$ cat src/rtl/ling_pkg.sv
package ling_pkg;
  localparam int GRP = 4;

  // One group's contribution to the lookahead: pseudo-carry term and transfer term
  typedef struct packed {
    logic hg;
    logic tg;
  } grp_term_t;
endpackage

$ cat src/rtl/ling_bitcells.sv
module ling_bitcells #(
  parameter int W = 32
) (
  input  logic [W-1:0] a,
  input  logic [W-1:0] b,
  output logic [W-1:0] g,
  output logic [W-1:0] t,
  output logic [W-1:0] d
);
  for (genvar i = 0; i < W; i++) begin : g_bit
    assign g[i] = a[i] & b[i];
    assign t[i] = a[i] | b[i];
    assign d[i] = a[i] ^ b[i];
  end
endmodule

$ cat src/rtl/ling_group.sv
module ling_group
  import ling_pkg::*;
(
  input  logic [3:0] g,       // generates of bits j..j+3
  input  logic [2:0] t,       // transfers of bits j..j+2
  input  logic       t_prev,  // transfer of bit j-1 (1 for the lowest group)
  input  logic       h_in,    // pseudo-carry into bit j
  output grp_term_t  term,
  output logic [3:0] h        // pseudo-carries into bits j..j+3
);
  // A generate implies its own transfer, so t_k & g_k folds to g_k
  assign term.hg = g[3] | g[2] | (t[2] & g[1]) | (t[2] & t[1] & g[0]);
  assign term.tg = t[2] & t[1] & t[0] & t_prev;

  assign h[0] = h_in;
  assign h[1] = g[0] | (t_prev & h_in);
  assign h[2] = g[1] | g[0] | (t[0] & t_prev & h_in);
  assign h[3] = g[2] | g[1] | (t[1] & g[0]) | (t[1] & t[0] & t_prev & h_in);
endmodule

$ cat src/rtl/ling_lookahead.sv
module ling_lookahead
  import ling_pkg::*;
#(
  parameter int NG = 8
) (
  input  grp_term_t       terms [NG],
  input  logic            cin,
  output logic [NG:0]     hb          // pseudo-carry at each group boundary
);
  // Flat sum of products: each boundary is an OR of terms, none chained on another
  always_comb begin
    logic acc;
    logic prod;
    hb[0] = cin;
    for (int m = 0; m < NG; m++) begin
      acc  = 1'b0;
      prod = 1'b1;
      for (int k = m; k >= 0; k--) begin
        acc  = acc | (terms[k].hg & prod);
        prod = prod & terms[k].tg;
      end
      hb[m+1] = acc | (cin & prod);
    end
  end
endmodule

$ cat src/rtl/ling_core.sv
module ling_core
  import ling_pkg::*;
#(
  parameter int W = 32
) (
  input  logic [W-1:0] a,
  input  logic [W-1:0] b,
  input  logic         cin,
  output logic [W-1:0] s,
  output logic         cout
);
  localparam int NG = W / GRP;

  logic [W-1:0] g, t, d, tprev, h;
  logic [NG:0]  hb;
  grp_term_t    terms [NG];

  ling_bitcells #(.W(W)) u_bits (.a(a), .b(b), .g(g), .t(t), .d(d));

  assign tprev = {t[W-2:0], 1'b1};

  for (genvar gi = 0; gi < NG; gi++) begin : g_grp
    ling_group u_grp (
      .g      (g[GRP*gi +: 4]),
      .t      (t[GRP*gi +: 3]),
      .t_prev (tprev[GRP*gi]),
      .h_in   (hb[gi]),
      .term   (terms[gi]),
      .h      (h[GRP*gi +: 4])
    );
  end

  ling_lookahead #(.NG(NG)) u_la (.terms(terms), .cin(cin), .hb(hb));

  // Real carry into bit i is tprev[i] & h[i]; it is formed only here
  assign s    = d ^ (tprev & h);
  assign cout = t[W-1] & hb[NG];
endmodule

$ cat src/rtl/ling_adder.sv
module ling_adder #(
  parameter int WIDTH   = 32,
  parameter bit REG_OUT = 1'b1
) (
  input  logic             clk,
  input  logic             rst_n,
  input  logic             in_valid,
  output logic             in_ready,
  input  logic [WIDTH-1:0] op_a,
  input  logic [WIDTH-1:0] op_b,
  input  logic             carry_in,
  output logic             out_valid,
  input  logic             out_ready,
  output logic [WIDTH-1:0] sum,
  output logic             carry_out
);
  logic [WIDTH-1:0] core_s;
  logic             core_c;

  ling_core #(.W(WIDTH)) u_core (
    .a(op_a), .b(op_b), .cin(carry_in), .s(core_s), .cout(core_c)
  );

  if (REG_OUT) begin : g_reg
    logic             vld_q;
    logic [WIDTH-1:0] s_q;
    logic             c_q;

    always_ff @(posedge clk or negedge rst_n) begin
      if (!rst_n) begin
        vld_q <= 1'b0;
        s_q   <= '0;
        c_q   <= 1'b0;
      end else begin
        if (in_ready) vld_q <= in_valid;
        if (in_valid && in_ready) begin
          s_q <= core_s;
          c_q <= core_c;
        end
      end
    end

    assign in_ready  = !vld_q || out_ready;
    assign out_valid = vld_q;
    assign sum       = s_q;
    assign carry_out = c_q;
  end else begin : g_comb
    assign in_ready  = out_ready;
    assign out_valid = in_valid;
    assign sum       = core_s;
    assign carry_out = core_c;
  end
endmodule

$ cat config.mk
export PLATFORM = sky130hd
export DESIGN_NAME = ling_adder
export DESIGN_NICKNAME = d
export VERILOG_FILES = /design/src/rtl/ling_pkg.sv /design/src/rtl/ling_bitcells.sv /design/src/rtl/ling_group.sv /design/src/rtl/ling_lookahead.sv /design/src/rtl/ling_core.sv /design/src/rtl/ling_adder.sv
export SDC_FILE = /design/constraint.sdc
export NUM_CORES = 1
export LEC_CHECK = 0
export BUFFER_PORTS_ARGS = -buffer_cell sky130_fd_sc_hd__buf_2
export CAP_MARGIN = 10
export CORE_MARGIN = 2
export CORE_UTILIZATION = 57
export DETAILED_ROUTE_END_ITERATION = 6
export PLACE_DENSITY = 0.88
export SLEW_MARGIN = 20
export SYNTH_ARGS = -nofsm -noshare
export SYNTH_HDL_FRONTEND = slang
export SYNTH_SLANG_ARGS = --single-unit
$ cat constraint.sdc
create_clock -name clk -period 3.9 [get_ports clk]
set_clock_uncertainty 0.05 [all_clocks]
set_input_delay 0.78 -clock clk [delete_from_list [all_inputs] [get_ports clk]]
set_output_delay 0.78 -clock clk [all_outputs]
set_load 0.005 [all_outputs]
## Word level (Yosys, flattened, before mapping)

Cells that the tools add are included.

| word-level totals | value |
|---|---|
| register bits | 34 |
| output and inout bits | 35 |
| word-level logic and storage cells | 369 |

| operators by class | value |
|---|---|
| bitwise logic cells | 363 |
| reduce and logical (&&, ||, !) cells | 3 |

Operators by type and width:

| kind | number |
|---|---|
| $and A1 B1 Y1 | 189 |
| $or A1 B1 Y1 | 140 |
| $and A32 B32 Y32 | 1 |
| $xor A1 B1 Y1 | 32 |
| $xor A32 B32 Y32 | 1 |
| $logic_and A1 B1 Y1 | 1 |
| $logic_not A1 Y1 | 1 |
| $logic_or A1 B1 Y1 | 1 |

## Longest topological paths before layout

| depth | value |
|---|---|
| word-level depth | 16 |
| depth in mapped cells | 12 |

## Hierarchy

Synthesis repeated with hierarchy kept, for this count alone.

| unflattened totals | value |
|---|---|
| cells, all modules | 395 |
| area total of the unflattened synthesis | 3686.0 µm² |

By module, submodules not included:

| module | instances | cells an instance | area each (µm²) | seq. area each (µm²) |
|---|---|---|---|---|
| ling_adder | 1 | 73 | 1427.6 | 850.8 |
| ling_bitcells | 1 | 160 | 1161.1 | 0.0 |
| ling_group | 8 | 9 | 66.3 | 0.0 |
| ling_core | 1 | 65 | 406.6 | 0.0 |
| ling_lookahead | 1 | 25 | 160.2 | 0.0 |

## Worst setup path before layout

OpenSTA, ideal clock, no wires.

| path | value |
|---|---|
| path type | input port to flip-flop |
| start | input port op_a[0] |
| end | register g_reg.s_q[29] (netlist: sum[29]) |
| data arrival time | 3.204 ns |
| data required time | 3.767 ns |
| slack | 0.564 ns |
| cell stages on the path | 12 |
| buffers on the path | 0 |
| cells stage by stage | inv_1 -> ha_1 -> or3b_4 -> a31oi_4 -> o31ai_2 -> a2111oi_4 -> o2111ai_2 -> a21oi_2 -> o21bai_1 -> fa_1 -> xor2_1 -> o21ai_0 |

| between the ends | value |
|---|---|
| cells in the longest elaborated chain, start to end | 10 |

Ends and longest elaborated chain:

| element | RTL line | text |
|---|---|---|
| from (decl) | ling_adder.sv:9 | `input logic [WIDTH-1:0] op_a,` |
| $and A1 B1 Y1 | ling_bitcells.sv:11 | `assign g[i] = a[i] & b[i];` |
| $and A1 B1 Y1 | ling_group.sv:12 | `assign term.hg = g[3] \| g[2] \| (t[2] & g[1]) \| (t[2] & t[1] & g[0]);` |
| $or A1 B1 Y1 | ling_group.sv:12 |  |
| $and A1 B1 Y1 | ling_lookahead.sv:19 | `acc = acc \| (terms[k].hg & prod);` |
| $or A1 B1 Y1 | ling_lookahead.sv:19 |  |
| $or A1 B1 Y1 (*) | ling_lookahead.sv:22 | `hb[m+1] = acc \| (cin & prod);` |
| $and A1 B1 Y1 (*) | ling_group.sv:16 | `assign h[1] = g[0] \| (t_prev & h_in);` |
| $or A1 B1 Y1 (*) | ling_group.sv:16 |  |
| $and A32 B32 Y32 (*) | ling_core.sv:36 | `assign s = d ^ (tprev & h);` |
| $xor A32 B32 Y32 (*) | ling_core.sv:36 |  |
| to (signal assigned) | ling_adder.sv:37 | `s_q <= core_s;` |
| to (decl) | ling_adder.sv:26 | `logic [WIDTH-1:0] s_q;` |

Every way passes the cells marked *; elsewhere a longest branch is shown, timed or not.
A chain may end at the register's enable or synchronous reset.

## Worst setup path in the final report

Ends and elaborated chain as after synthesis.

==> results.cfg <==
[clock_tree]
tritoncts_clock_tree = built
ctsResizeCount = 0
worst_skew_pair.late_latency_ns = 0.28
cts-root-buf = sky130_fd_sc_hd__clkbuf_8
post-cts-setup-buffers = 0
cts_hold_buf = 0
clkSinkCount = 34
max_clock_buf_depth = 2
h-tree-depth = 2
cts_inserted_buffers = 5
path_clk_slew_ns = 0.07

[critical_path]
category_of_the_worst_setup_path_capture_point = register
worstPathCellList = buf_2 > inv_1 > ha_1 > or3b_4 > a31oi_4 > o31ai_2 > a2111oi_4 > o2111ai_2 > a21oi_2 > o21bai_1 > fa_1 > xor2_1 > o21ai_0
arrival_ns = 3.54
timing.critical_path.slowest_cell_delay_ns = 0.46
r2r_cells = 5
r2r_setup_slack_ns = 2.12
r2r-start = out_valid
criticalPathCategory = in2reg
timing.critical_path.depth = 13
setup.worst_path.start_class = primary input
critPathMaxFanout = 3
crit_path_start = op_a[0]
endpoint = sum[29]
cp_data_required_time_ns = 4.05
worst_r2r_endpoint = sum[23]
timing.critical_path.buf_inv = 2
crit_path_top_delay_cell = sky130_fd_sc_hd__a2111oi_4
cpLargestDelayFamily = compound AO/OA/AOI/OAI gates

[grt]
antenna_violations_before_repair = 0
grt_pass1_wl_mm = 12.5
via_count_of_the_first_global_routing_pass = 3004
grtUsageTotal = 0.244
grt_max_degree = 35
groute.layer.met3.usage = 0.0438
met1_usage = 0.281
grt_use_met2 = 0.462
globalRoute.busiestLayer = met2
grt_overflow_total = 0

[power_and_ir_drop]
power_density_nw_per_um2 = 296
static-leakage-power_uw = 0.00225
totalPowerFinal_uw = 1180
vdd_drop_max_v = 0.000182

[detailed_routing]
avgRoutedWirePerCell_um = 12.8
detail_route.drc_violations = 0
antenna_viol_nets_final = 0
detail_route.first_pass.iterations = 6
routed_via_density = 5.16
postRouteWirelength_mm = 7.27
detailroute.via_count = 2935
detailedRoute.firstIterationViolations = 136

[timing]
timing_max_transition_violations_final = 0
fin_ws_ns = 0.508
rsz_0062_raised_after_global_routing = no
layout_worst_path_cycle_share = 0.870
slew-limit-headroom = 0.310
timing.setup.tns_ns = 0
final-hold-violation-count = 0
finalCriticalPeriod_ns = 3.39
report.final.setup_viol = 0
max_freq_mhz = 295
tightestPinTransition_ns = 1.01

[yosys]
synth_simple_gate_area_frac = 0.138
post-synth-top-area-cell = sky130_fd_sc_hd__dfrtp_1
ys_ff_latch = 34
post_synth_adder_cell_area = 0.289
yosysWarningCount = 0
synth_flop_cell = sky130_fd_sc_hd__dfrtp_1
synth_top_family_by_area = adder cells
postSynth.asyncResetShare = 1.00
synth_enable_flop_cells = 0
cell_types_occupying_the_most_area_after_synthesis = sky130_fd_sc_hd__dfrtp_1 26%, sky130_fd_sc_hd__ha_1 24%, sky130_fd_sc_hd__inv_1 8.6%
synth_compound_area_frac = 0.170
yosys-mux-area-fraction = 0.00602
synth_top_area_frac = 0.256
netlist_area_um2 = 3320
synth_cell_types = 48
syn-mean-instance-area_um2 = 8.48
synth.net_count = 533
yosys.area_share.xor_xnor = 0.0474
netlist_instances = 392
synth_seq_area_share = 0.256

[worst_hold_path]
hold_path_class = reg2reg
worstHoldPathCells = 2

[run_status]
result_of_the_run = finished clean

[job]
timing.max_cap.violations = 0

[place]
place_area_um2 = 3910
globalplace.congestion = 0.850
dp_slack_ns = 0.202
io_buffer_count = 103
detailedPlacementHpwl_mm = 5.97

[floorplanning]
area_of_the_die_um2 = 6460
floorplan.io_pins = 104
placeableCoreArea_um2 = 5570
die_height_um = 80.4
floorplan.die.width_um = 80.4
initial_utilization = 0.596
rows = 27

[cells_and_area]
drive_above_1_share = 0.243
mostFrequentLayoutCell = sky130_fd_sc_hd__buf_2
insertedDiodeCount = 0
mostFrequentLayoutCells = 103 x sky130_fd_sc_hd__buf_2, 76 x sky130_fd_sc_hd__inv_1, 64 x sky130_fd_sc_hd__ha_1, 40 x sky130_fd_sc_hd__nand2_1, 34 x sky130_fd_sc_hd__dfrtp_1
net_total_in_the_final_layout = 637
fillerInstances = 464
area_delta_synth_final_pct = 20.5
layout.cell_area.non_filler_um2 = 4010
layout.core_utilization = 0.719
[registers in the layout (all words and copies together) (netlist names)]
register,cells
carry_out,1
out_valid,1
sum,32
[worst register-to-register path, delay by kind of cell, from the launching register on]
| family | cells | cell delay (ns) |
|---|---|---|
| AND/OR/NAND/NOR | 5 | 1.29 |
| flip-flops | 1 | 0.37 |
[synthesized netlist by cell type (3+ instances only)]
master and count:
sky130_fd_sc_hd__inv_1 76, sky130_fd_sc_hd__ha_1 64, sky130_fd_sc_hd__nand2_1 41, sky130_fd_sc_hd__dfrtp_1 34
sky130_fd_sc_hd__o21ai_0 27, sky130_fd_sc_hd__nor2_1 22, sky130_fd_sc_hd__a21oi_1 15, sky130_fd_sc_hd__xnor2_1 10
sky130_fd_sc_hd__fa_1 8, sky130_fd_sc_hd__nand3_1 8, sky130_fd_sc_hd__o21ai_1 8, sky130_fd_sc_hd__xor2_1 8
sky130_fd_sc_hd__nor3_1 7, sky130_fd_sc_hd__clkbuf_1 6, sky130_fd_sc_hd__nand2b_1 5, sky130_fd_sc_hd__o21a_1 4
sky130_fd_sc_hd__o31ai_1 4, sky130_fd_sc_hd__and3_1 3, sky130_fd_sc_hd__nor2b_1 3
[where the power goes]
group / switching (uW) / total [uW] / internal, uW
clock network: 125 / 267 / 142
logic: 239 / 451 / 211
registers: 38.5 / 466 / 428
total: 403 / 1180 / 781
[worst min path at each step]
stage                     slack [ns]     from  endpoint
after floorplan                 0.42  sum[12]   sum[12]
after CTS                       0.42  sum[16]   sum[16]
final                           0.42  sum[16]   sum[16]
after global routing            0.46   sum[3]    sum[3]
after global placement          0.41  sum[16]   sum[16]
after detailed placement        0.41  sum[16]   sum[16]
[cell families after synthesis]
logic type                 after synthesis
buffers and inverters                   83
and+or+nand+nor                        100
xor gates and xnor gates                18
muxes                                    2
DFF                                     34
adders and majority gates               72
AOI/OAI and AO/OA                       83
[area by class of cell]
cell class                 count  area [um^2]  share of cell area
clock inverter                 1         5.00             0.00125
multi-input combinational    275         2160               0.540
clock buffer                   7         86.3              0.0216
sequential                    34          851               0.212
timing repair buffer         104          523               0.131
inverter                      76          285              0.0712
tap                           72         90.1              0.0225
[metal layers]
layer / vias up / wire [um]
li1: 1483 / -
met5: - / 0
met1: 1360 / 3110
met4: 0 / 53
met2: 86 / 3730
met3: 6 / 374
[stage by stage]
stage          cells  hold slack, ns
3_3_place_gp     561           0.407
5_1_grt          569           0.457
4_1_cts          569           0.425
6_report         569           0.419
3_5_place_dp     561           0.406
2_1_floorplan    392           0.420
(Power assumes the default switching activity.)
